**src/rtl/scan_seq_pkg.sv**
```systemverilog
package scan_seq_pkg;
  typedef enum logic [1:0] {
    SQ_IDLE = 2'd0,
    SQ_WAIT = 2'd1,
    SQ_RUN  = 2'd2
  } sq_state_t;
endpackage

```
**src/rtl/scan_tick_mux.sv**
```systemverilog
module scan_tick_mux #(
  parameter int N_SRC = 4,
  localparam int SEL_W = $clog2(N_SRC)
) (
  input  logic [N_SRC-1:0] src,
  input  logic [SEL_W-1:0] sel,
  output logic             tick
);
  logic [N_SRC-1:0] hit;
  for (genvar i = 0; i < N_SRC; i++) begin : g_src
    assign hit[i] = src[i] && (sel == SEL_W'(i));
  end
  assign tick = |hit;
endmodule

```
**src/rtl/scan_cfg_check.sv**
```systemverilog
module scan_cfg_check #(
  parameter int CNT_W = 16,
  parameter int CH_W  = 4,
  parameter int SCN_W = 16
) (
  input  logic             clk,
  input  logic             rst_n,
  input  logic [CNT_W-1:0] scan_intv,
  input  logic [CNT_W-1:0] samp_intv,
  input  logic [CH_W-1:0]  chan_cnt,
  input  logic [SCN_W-1:0] scan_cnt,
  input  logic             dly_en,
  input  logic [CNT_W-1:0] dly_cnt,
  output logic             cfg_ok,
  output logic             err_q
);
  logic bad;
  always_comb begin
    bad = (scan_intv == '0) || (samp_intv == '0) || (chan_cnt == '0) ||
          (scan_cnt == '0) || (dly_en && (dly_cnt == '0));
  end

  always_ff @(posedge clk) begin
    if (!rst_n) err_q <= 1'b0;
    else        err_q <= bad;
  end

  // a start needs both the present and the flagged view to be clean
  assign cfg_ok = !bad && !err_q;
endmodule

```
**src/rtl/scan_seq_core.sv**
```systemverilog
module scan_seq_core
  import scan_seq_pkg::*;
#(
  parameter int CNT_W = 16,
  parameter int CH_W  = 4,
  parameter int SCN_W = 16
) (
  input  logic             clk,
  input  logic             rst_n,
  input  logic             tick,
  input  logic             start,
  input  logic             abort,
  input  logic             cfg_ok,
  input  logic [CNT_W-1:0] scan_intv,
  input  logic [CNT_W-1:0] samp_intv,
  input  logic [CH_W-1:0]  chan_cnt,
  input  logic [SCN_W-1:0] scan_cnt,
  input  logic             dly_en,
  input  logic [CNT_W-1:0] dly_cnt,
  output logic             conv_o,
  output logic             sstart_o,
  output logic             scan_busy_o,
  output logic             acq_busy_o,
  output logic [CH_W-1:0]  chan_o
);
  sq_state_t        state;
  logic [CNT_W-1:0] s_scan, s_samp;
  logic [CH_W-1:0]  s_chan;
  logic [CNT_W-1:0] dly_ctr, scan_tmr, samp_tmr;
  logic [SCN_W-1:0] scans_left;
  logic [CH_W-1:0]  chan_q;
  logic             in_scan_q, conv_q, sstart_q, run_q;

  logic            tick_run, fire_first, fire_next, fire_last;
  logic [CH_W-1:0] nxt_idx;

  always_comb begin
    nxt_idx    = chan_q + 1'b1;
    tick_run   = (state == SQ_RUN) && tick && !abort;
    fire_first = tick_run && !in_scan_q && (scan_tmr == '0);
    fire_next  = tick_run && in_scan_q && (samp_tmr == '0);
    fire_last  = (fire_first && (s_chan == CH_W'(1))) ||
                 (fire_next && (nxt_idx == s_chan - 1'b1));
  end

  always_ff @(posedge clk) begin
    if (!rst_n) begin
      state      <= SQ_IDLE;
      s_scan     <= '0;
      s_samp     <= '0;
      s_chan     <= '0;
      dly_ctr    <= '0;
      scan_tmr   <= '0;
      samp_tmr   <= '0;
      scans_left <= '0;
      chan_q     <= '0;
      in_scan_q  <= 1'b0;
      conv_q     <= 1'b0;
      sstart_q   <= 1'b0;
      run_q      <= 1'b0;
    end else begin
      conv_q   <= 1'b0;
      sstart_q <= 1'b0;
      if (abort) begin
        state     <= SQ_IDLE;
        run_q     <= 1'b0;
        in_scan_q <= 1'b0;
      end else begin
        unique case (state)
          SQ_IDLE: begin
            if (start && cfg_ok && !conv_q) begin
              s_scan     <= scan_intv;
              s_samp     <= samp_intv;
              s_chan     <= chan_cnt;
              scans_left <= scan_cnt;
              scan_tmr   <= '0;
              in_scan_q  <= 1'b0;
              run_q      <= 1'b1;
              dly_ctr    <= dly_cnt;
              state      <= dly_en ? SQ_WAIT : SQ_RUN;
            end
          end
          SQ_WAIT: begin
            if (tick) begin
              if (dly_ctr == CNT_W'(1)) state <= SQ_RUN;
              else                      dly_ctr <= dly_ctr - 1'b1;
            end
          end
          SQ_RUN: begin
            if (tick && (scan_tmr != '0)) scan_tmr <= scan_tmr - 1'b1;
            if (fire_first) begin
              conv_q    <= 1'b1;
              sstart_q  <= 1'b1;
              chan_q    <= '0;
              scan_tmr  <= s_scan - 1'b1;
              samp_tmr  <= s_samp - 1'b1;
              in_scan_q <= (s_chan != CH_W'(1));
            end else if (fire_next) begin
              conv_q   <= 1'b1;
              chan_q   <= nxt_idx;
              samp_tmr <= s_samp - 1'b1;
              if (fire_last) in_scan_q <= 1'b0;
            end else if (tick && in_scan_q) begin
              samp_tmr <= samp_tmr - 1'b1;
            end
            if (fire_last) begin
              if (scans_left == SCN_W'(1)) begin
                state <= SQ_IDLE;
                run_q <= 1'b0;
              end else begin
                scans_left <= scans_left - 1'b1;
              end
            end
          end
          default: state <= SQ_IDLE;
        endcase
      end
    end
  end

  assign conv_o      = conv_q;
  assign sstart_o    = sstart_q;
  assign chan_o      = chan_q;
  assign scan_busy_o = in_scan_q | conv_q;
  assign acq_busy_o  = run_q | conv_q;
endmodule

```
**src/rtl/scan_seq_top.sv**
```systemverilog
module scan_seq_top #(
  parameter int CNT_W = 16,
  parameter int CH_W  = 4,
  parameter int SCN_W = 16
) (
  input  logic             clk,
  input  logic             rst_n,
  input  logic             tick_int,
  input  logic             tick_ext,
  input  logic             tick_tmr_a,
  input  logic             tick_tmr_b,
  input  logic [1:0]       tb_sel,
  input  logic [CNT_W-1:0] scan_intv,
  input  logic [CNT_W-1:0] samp_intv,
  input  logic [CH_W-1:0]  chan_cnt,
  input  logic [SCN_W-1:0] scan_cnt,
  input  logic             dly_en,
  input  logic [CNT_W-1:0] dly_cnt,
  input  logic             start,
  input  logic             abort,
  output logic             conv_strobe,
  output logic             scan_start,
  output logic             scan_busy,
  output logic             acq_busy,
  output logic [CH_W-1:0]  chan_idx,
  output logic             cfg_err
);
  logic tick, cfg_ok;

  scan_tick_mux #(.N_SRC(4)) u_mux (
    .src  ({tick_tmr_b, tick_tmr_a, tick_ext, tick_int}),
    .sel  (tb_sel),
    .tick (tick)
  );

  scan_cfg_check #(.CNT_W(CNT_W), .CH_W(CH_W), .SCN_W(SCN_W)) u_cfg (
    .clk       (clk),
    .rst_n     (rst_n),
    .scan_intv (scan_intv),
    .samp_intv (samp_intv),
    .chan_cnt  (chan_cnt),
    .scan_cnt  (scan_cnt),
    .dly_en    (dly_en),
    .dly_cnt   (dly_cnt),
    .cfg_ok    (cfg_ok),
    .err_q     (cfg_err)
  );

  scan_seq_core #(.CNT_W(CNT_W), .CH_W(CH_W), .SCN_W(SCN_W)) u_core (
    .clk         (clk),
    .rst_n       (rst_n),
    .tick        (tick),
    .start       (start),
    .abort       (abort),
    .cfg_ok      (cfg_ok),
    .scan_intv   (scan_intv),
    .samp_intv   (samp_intv),
    .chan_cnt    (chan_cnt),
    .scan_cnt    (scan_cnt),
    .dly_en      (dly_en),
    .dly_cnt     (dly_cnt),
    .conv_o      (conv_strobe),
    .sstart_o    (scan_start),
    .scan_busy_o (scan_busy),
    .acq_busy_o  (acq_busy),
    .chan_o      (chan_idx)
  );
endmodule

```
**config.mk**
```make
export PLATFORM = sky130hd
export DESIGN_NAME = scan_seq_top
export DESIGN_NICKNAME = d
export VERILOG_FILES = /design/src/rtl/scan_seq_pkg.sv /design/src/rtl/scan_tick_mux.sv /design/src/rtl/scan_cfg_check.sv /design/src/rtl/scan_seq_core.sv /design/src/rtl/scan_seq_top.sv
export SDC_FILE = /design/constraint.sdc
export NUM_CORES = 1
export LEC_CHECK = 0
export ABC_CLOCK_PERIOD_IN_PS = 4900
export BUFFER_PORTS_ARGS = -buffer_cell sky130_fd_sc_hd__buf_2
export CORE_MARGIN = 10
export CORE_UTILIZATION = 60
export CTS_BUF_LIST = sky130_fd_sc_hd__clkbuf_4
export CTS_CLUSTER_SIZE = 24
export DETAILED_ROUTE_END_ITERATION = 10
export HOLD_SLACK_MARGIN = 0.15
export PLACE_DENSITY = 0.83
export SLEW_MARGIN = 15
export SYNTH_ARGS = -nofsm -noshare
export SYNTH_HDL_FRONTEND = slang
export SYNTH_SLANG_ARGS = --single-unit
```
**constraint.sdc**
```tcl
create_clock -name clk -period 4.9 [get_ports clk]
set_input_delay 0.98 -clock clk [delete_from_list [all_inputs] [get_ports clk]]
set_output_delay 0.98 -clock clk [all_outputs]
set_load 0.05 [all_outputs]
```
== Word-level counts from Yosys, hierarchy flattened ==
Index checks and enable logic that the tools add are counted.
Word-level totals
  bits in registers: 111
  input port bits: 79
  output and inout bits: 9
  logic and storage cells: 137
Operators by class
  add/subtract/negate cells: 8
  eq/ne operators: 20
  mux-type cells: 36
  bitwise gates (word level): 5
  reductions and logical operators: 54
Operators by type and width (count)
  16-bit 2-to-1 mux: 12
  16-bit zero test: 6
  16-bit case mux with 2 select lines: 3
  16-bit by 1-bit subtractor with 16-bit output (second input constant): 6
  16-bit by 1-bit equality test with 1-bit output (second input constant): 2
  1-bit logical AND: 18
  16-bit nonzero test: 1
  5-bit AND reduction: 3
  2-bit 2-to-1 mux: 6
  4-bit AND reduction: 3
  1-bit 2-to-1 mux: 10
  3-bit AND reduction: 3
  4-bit 2-to-1 mux: 2
  2-bit by 1-bit != test with 1-bit output (second input constant): 4
  2-bit equality test (second input constant): 3
  2-bit != test (second input constant): 3
  3-bit by 1-bit != test with 1-bit output (second input constant): 2
  2-bit case mux with 3 select lines: 1
  2-bit nonzero test: 3
  1-bit zero test: 5
  1-bit logical OR: 5
  4-bit by 1-bit adder with 4-bit output (second input constant): 1
  2-bit by 1-bit equality test with 1-bit output (second input constant): 2
  4-bit by 1-bit equality test with 1-bit output (second input constant): 1
  13 further kinds: 18

== Depth between registers and ports, before layout ==
  depth in word-level cells: 13
  depth in mapped cells: 15

== By module ==
A second synthesis with hierarchy kept.
Second synthesis, totals
  cell total of the unflattened synthesis: 915
  area total of the unflattened synthesis: 6871.6 um^2
By module, submodules not included
  scan_seq_core: times used 1, cells each 888, area an instance 6645.1 um^2, sequential area each 2202.1 um^2
  scan_cfg_check: times used 1, cells each 26, area an instance 203.9 um^2, sequential area each 20.0 um^2
  scan_tick_mux: times used 1, cells each 1, area an instance 22.5 um^2, sequential area each 0.0 um^2

== Least setup slack after synthesis ==
Ideal clock, no wire load.
  path kind: input-to-reg
  start point: input port tb_sel[0]
  end point: register u_core.scan_tmr[14]
  setup time: 128 ps
  data arrival time: 4018 ps
  required time: 4772 ps
  setup slack: 754 ps
  stages: 14
  buffers on the path: 2
  cells stage by stage: mux4_2 inv_2 nor3_1 buf_2 buf_2 a21oi_1 ha_1 nor3b_1 nand4_1 or3_1 mux2i_1 a21oi_1 a31oi_1 o21ai_1
On the way
  longest elaborated chain between the ends: 9
  elaborated cells on any way between the ends: 18
RTL lines
  start, declared: RTL line scan_seq_top.sv:12  | input logic [1:0] tb_sel,
  2-bit by 1-bit equality test with 1-bit output, or another cell as far along: RTL line scan_tick_mux.sv:11  | assign hit[i] = src[i] && (sel == SEL_W'(i));
  1-bit logical AND: RTL line scan_tick_mux.sv:11
  4-bit OR reduction (*): RTL line scan_tick_mux.sv:13  | assign tick = |hit;
  1-bit logical AND (2 in a row): RTL line scan_seq_core.sv:39  | tick_run = (state == SQ_RUN) && tick && !abort;
  1-bit logical AND (2 in a row): RTL line scan_seq_core.sv:40  | fire_first = tick_run && !in_scan_q && (scan_tmr == '0);
  3-bit by 2-bit != test with 1-bit output (no line) or 16-bit 2-to-1 mux (tied branches)
  4-bit AND reduction (no line) or 16-bit case mux with 2 select lines (tied branches)
  end signal, assigned: RTL line scan_seq_core.sv:90  | if (tick && (scan_tmr != '0)) scan_tmr <= scan_tmr - 1'b1;
  end signal, assigned: RTL line scan_seq_core.sv:95  | scan_tmr <= s_scan - 1'b1;
  end, declared: RTL line scan_seq_core.sv:29  | logic [CNT_W-1:0] dly_ctr, scan_tmr, samp_tmr;
Mark *: on every way between the ends. The rest lies on a longest branch, timed or not.
A chain may end at the register's enable or synchronous reset.

== Final worst setup path ==
Ends and elaborated chain as after synthesis.

==> flow_summary_export.csv <==
group,metric,value,unit
outcome,status,"complete, no violations",
job,drv_cap,0,
synth,async_flop_share,0,%
sta,final.setup_skew,16.0,ps
setup_path,endpoint_kind,"register",
sta,hold_viol_final,0,
routing,detail_route.vias_per_cell,6.18,
cells_and_area,area_delta_synth_final,9.19,%
synth,syn-cell-area,6650,sq um
routing,first_iter_violations,781,
sta,rsz0062_at_grt,"no",
sta,worst_pin_slew,881,ps
power,p_sw_share,34.0,%
power,power.density,258,nW/um^2
setup_path,rrSetupSlack,1080,ps
power,power.share.sequential,52.8,%
clock_network,cts_resized,0,
routing,drtPass1Iterations,7,
cells_and_area,layout-drive-gt1-share,15.9,%
setup_path,worstPathArrival,4280,ps
floorplan,core-area,10800,sq um
setup_path,critPathKind,"primary input to register",
synth,synth_cell_types,77,
clock_network,clk_pin_slew,170,ps
clock_network,clk_latency,510,ps
hold_path,holdPathEnd,"u_core.dly_ctr[3]$_SDFFE_PN0P_",
synth,ys.warnings.count,0,
hold_path,hold_depth,2,
cells_and_area,most-common-layout-cells,"nor2_1, dfxtp_1, buf_2, nand2_1, a21oi_1",
cells_and_area,mostFrequentLayoutCell,"nor2_1",
hold_path,min_path_type,"register to register",
clock_network,ctsHoldBuffers,0,
sta,whs,480,ps
sta,clock.fmax,257,MHz
placed_design,hpwl,12600,um
global_routing,grt_pass1_vias,5984,
global_routing,grt_max_degree,48,
synth,ys_seq_elements,111,
power,vdd_drop_max,0.222,mV
power,comb_power_share,23.8,%
placed_design,gp_congestion,0.924,
routing,totalWireLength,17100,um
floorplan,die_w,125,um
cells_and_area,fillers,985,
routing,wl_per_cell,16.4,um
power,p_leak,0.00282,uW
sta,finalWorstSetupSlack,1010,ps
floorplan,dieArea,15700,sq um
power,clkPwrFrac,23.4,%
clock_network,clockBufferDepth,2,
setup_path,reg2reg_depth,12,
power,total_power,1870,uW
clock_network,cts_tree,"yes",
sta,finalSetupViolCount,0,
floorplan,die_h,125,um
setup_path,worst_r2r_endpoint,"u_core.scan_tmr[14]$_SDFFE_PN0P_",
global_routing,grt_usage,21.3,%
routing,final_antenna_net_count,0,
synth,synth_area_per_cell,7.89,sq um
synth,synthCells,842,
sta,relSlewSlack,41.2,%
placed_design,dpl_worst_slack,504,ps
sta,period_minus_slack,3890,ps
global_routing,grt.overflow.total,0,
setup_path,r2r-start,"u_core.state[0]$_SDFFE_PP0P_",
synth,syn-num-nets,931,
routing,vias,6476,
clock_network,numCtsBuffers,9,
placed_design,port-buffer-count,87,
cells_and_area,finalNetCount,992,
synth,ys_seq_area_share,33.4,%
clock_network,clkSinkCount,111,
power,netSwitchingPower,638,uW
floorplan,initial_core_util,61.3,%
clock_network,cts-root-buf,"clkbuf_4",
hold_path,hold_start,"u_core.dly_ctr[3]$_SDFFE_PN0P_",
setup_path,cp_max_fo,8,
power,p_int,1240,uW
floorplan,std_cell_rows,38,
clock_network,post-cts-setup-buffers,0,
synth,synth_edf_count,0,
setup_path,start_kind,"primary input",
sta,setup-tns-final,0,ps
cells_and_area,diodes,0,
setup_path,required,5290,ps
synth,synth_top_flop_cell,"dfxtp_1",
clock_network,h-tree-depth,3,
global_routing,antenna_found_initial,0,
sta,period_share,79.4,%
routing,drc,0,
sta,slew_viol_final,0,
global_routing,grt_pass1_wl,29000,um
floorplan,ioPinCount,88,
-- cell type report --
cell class / count / area, sq um / area share (%)
timing repair buffer: 97 / 510 / 7.04
clock buffer: 10 / 75.1 / 1.03
clock inverter: 6 / 46.3 / 0.638
multi-input combinational: 666 / 4160 / 57.3
inverter: 18 / 67.6 / 0.931
sequential: 111 / 2220 / 30.6
tap: 140 / 175 / 2.41
-- metal layers --
metal	vias up	wire (um)	part of all wire, %	track usage, %
met5	-	0	0	0
met4	0	97	0.57	3.59
met3	7	1370	8.0	5.87
met2	246	7490	44	32.5
met1	2995	8200	48	29.7
li1	3228	-	-	-
-- logic make-up after synthesis --
family	after synthesis	synth area share, %
flip-flops	111	33.4
buffers and inverters	65	4.20
AND/OR/NAND/NOR	375	29.1
AO/OA/AOI/OAI	201	19.9
adder cells (fa/ha/maj)	10	1.88
XOR/XNOR	39	5.14
multiplexers	41	6.36
-- flip-flops by register name (all words and copies together) (netlist names), 4 cells and up --
name / count
u_core.s_chan: 4
u_core.chan_o: 4
u_core.s_scan: 16
u_core.dly_ctr: 16
u_core.scan_tmr: 16
u_core.samp_tmr: 16
u_core.scans_left: 16
u_core.s_samp: 16
-- stage by stage --
step / utilization [%] / cell area, sq um / instances
after detailed placement: 65.8 / 7130 / 1032
after global placement: 65.8 / 7130 / 1032
after floorplan: - / 6650 / 842
after CTS: 66.9 / 7260 / 1048
after global routing: 66.9 / 7260 / 1048
final: 66.9 / 7260 / 1048
-- power by group through the flow --
stage	sequential [uW]	combinational [uW]	clock [uW]
after floorplan	993	336	0
after global routing	996	499	476
after global placement	1010	431	0
after detailed placement	1010	440	0
after CTS	988	441	441
final	989	446	438
-- worst max path at each step --
| stage | from | to | slack, ps | cells past startpoint |
|---|---|---|---|---|
| 2_1_floorplan | tb_sel[0] | u_core.scan_tmr[14]$_SDFFE_PN0P_ | 750 | 14 |
| 3_5_place_dp | tb_sel[0] | u_core.scan_tmr[14]$_SDFFE_PN0P_ | 500 | 13 |
| 5_1_grt | u_core.state[0]$_SDFFE_PP0P_ | u_core.scan_tmr[14]$_SDFFE_PN0P_ | 760 | 12 |
| 4_1_cts | tb_sel[0] | u_core.scan_tmr[14]$_SDFFE_PN0P_ | 1060 | 13 |
| 3_3_place_gp | tb_sel[0] | u_core.scan_tmr[12]$_SDFFE_PN0P_ | 700 | 13 |
| 6_report | tb_sel[0] | u_core.scan_tmr[14]$_SDFFE_PN0P_ | 1010 | 13 |
-- synth_stat cells (17+ instances only) --
cell type,number,area [sq um]
nand2_1,65,244
a211oi_1,20,150
nor3_1,43,215
nand3_1,18,90.1
nor2_1,123,462
mux2i_1,40,400
o21ai_0,18,90.1
inv_1,17,63.8
o21ai_1,18,90.1
dfxtp_1,111,2220
clkbuf_1,31,116
a21oi_1,61,305
nor4_1,33,206
xnor2_1,23,201
-- worst max-delay path, cell delays in order --
cell	delay, ps
buf_2	90
mux4_2	610
inv_2	140
nor3_2	90
a21oi_1	160
ha_1	230
nor3b_1	580
nand4_1	250
or3_1	400
mux2i_1	380
a21oi_1	130
o21ai_0	170
o21ai_1	80
(Power assumes the default switching activity.)
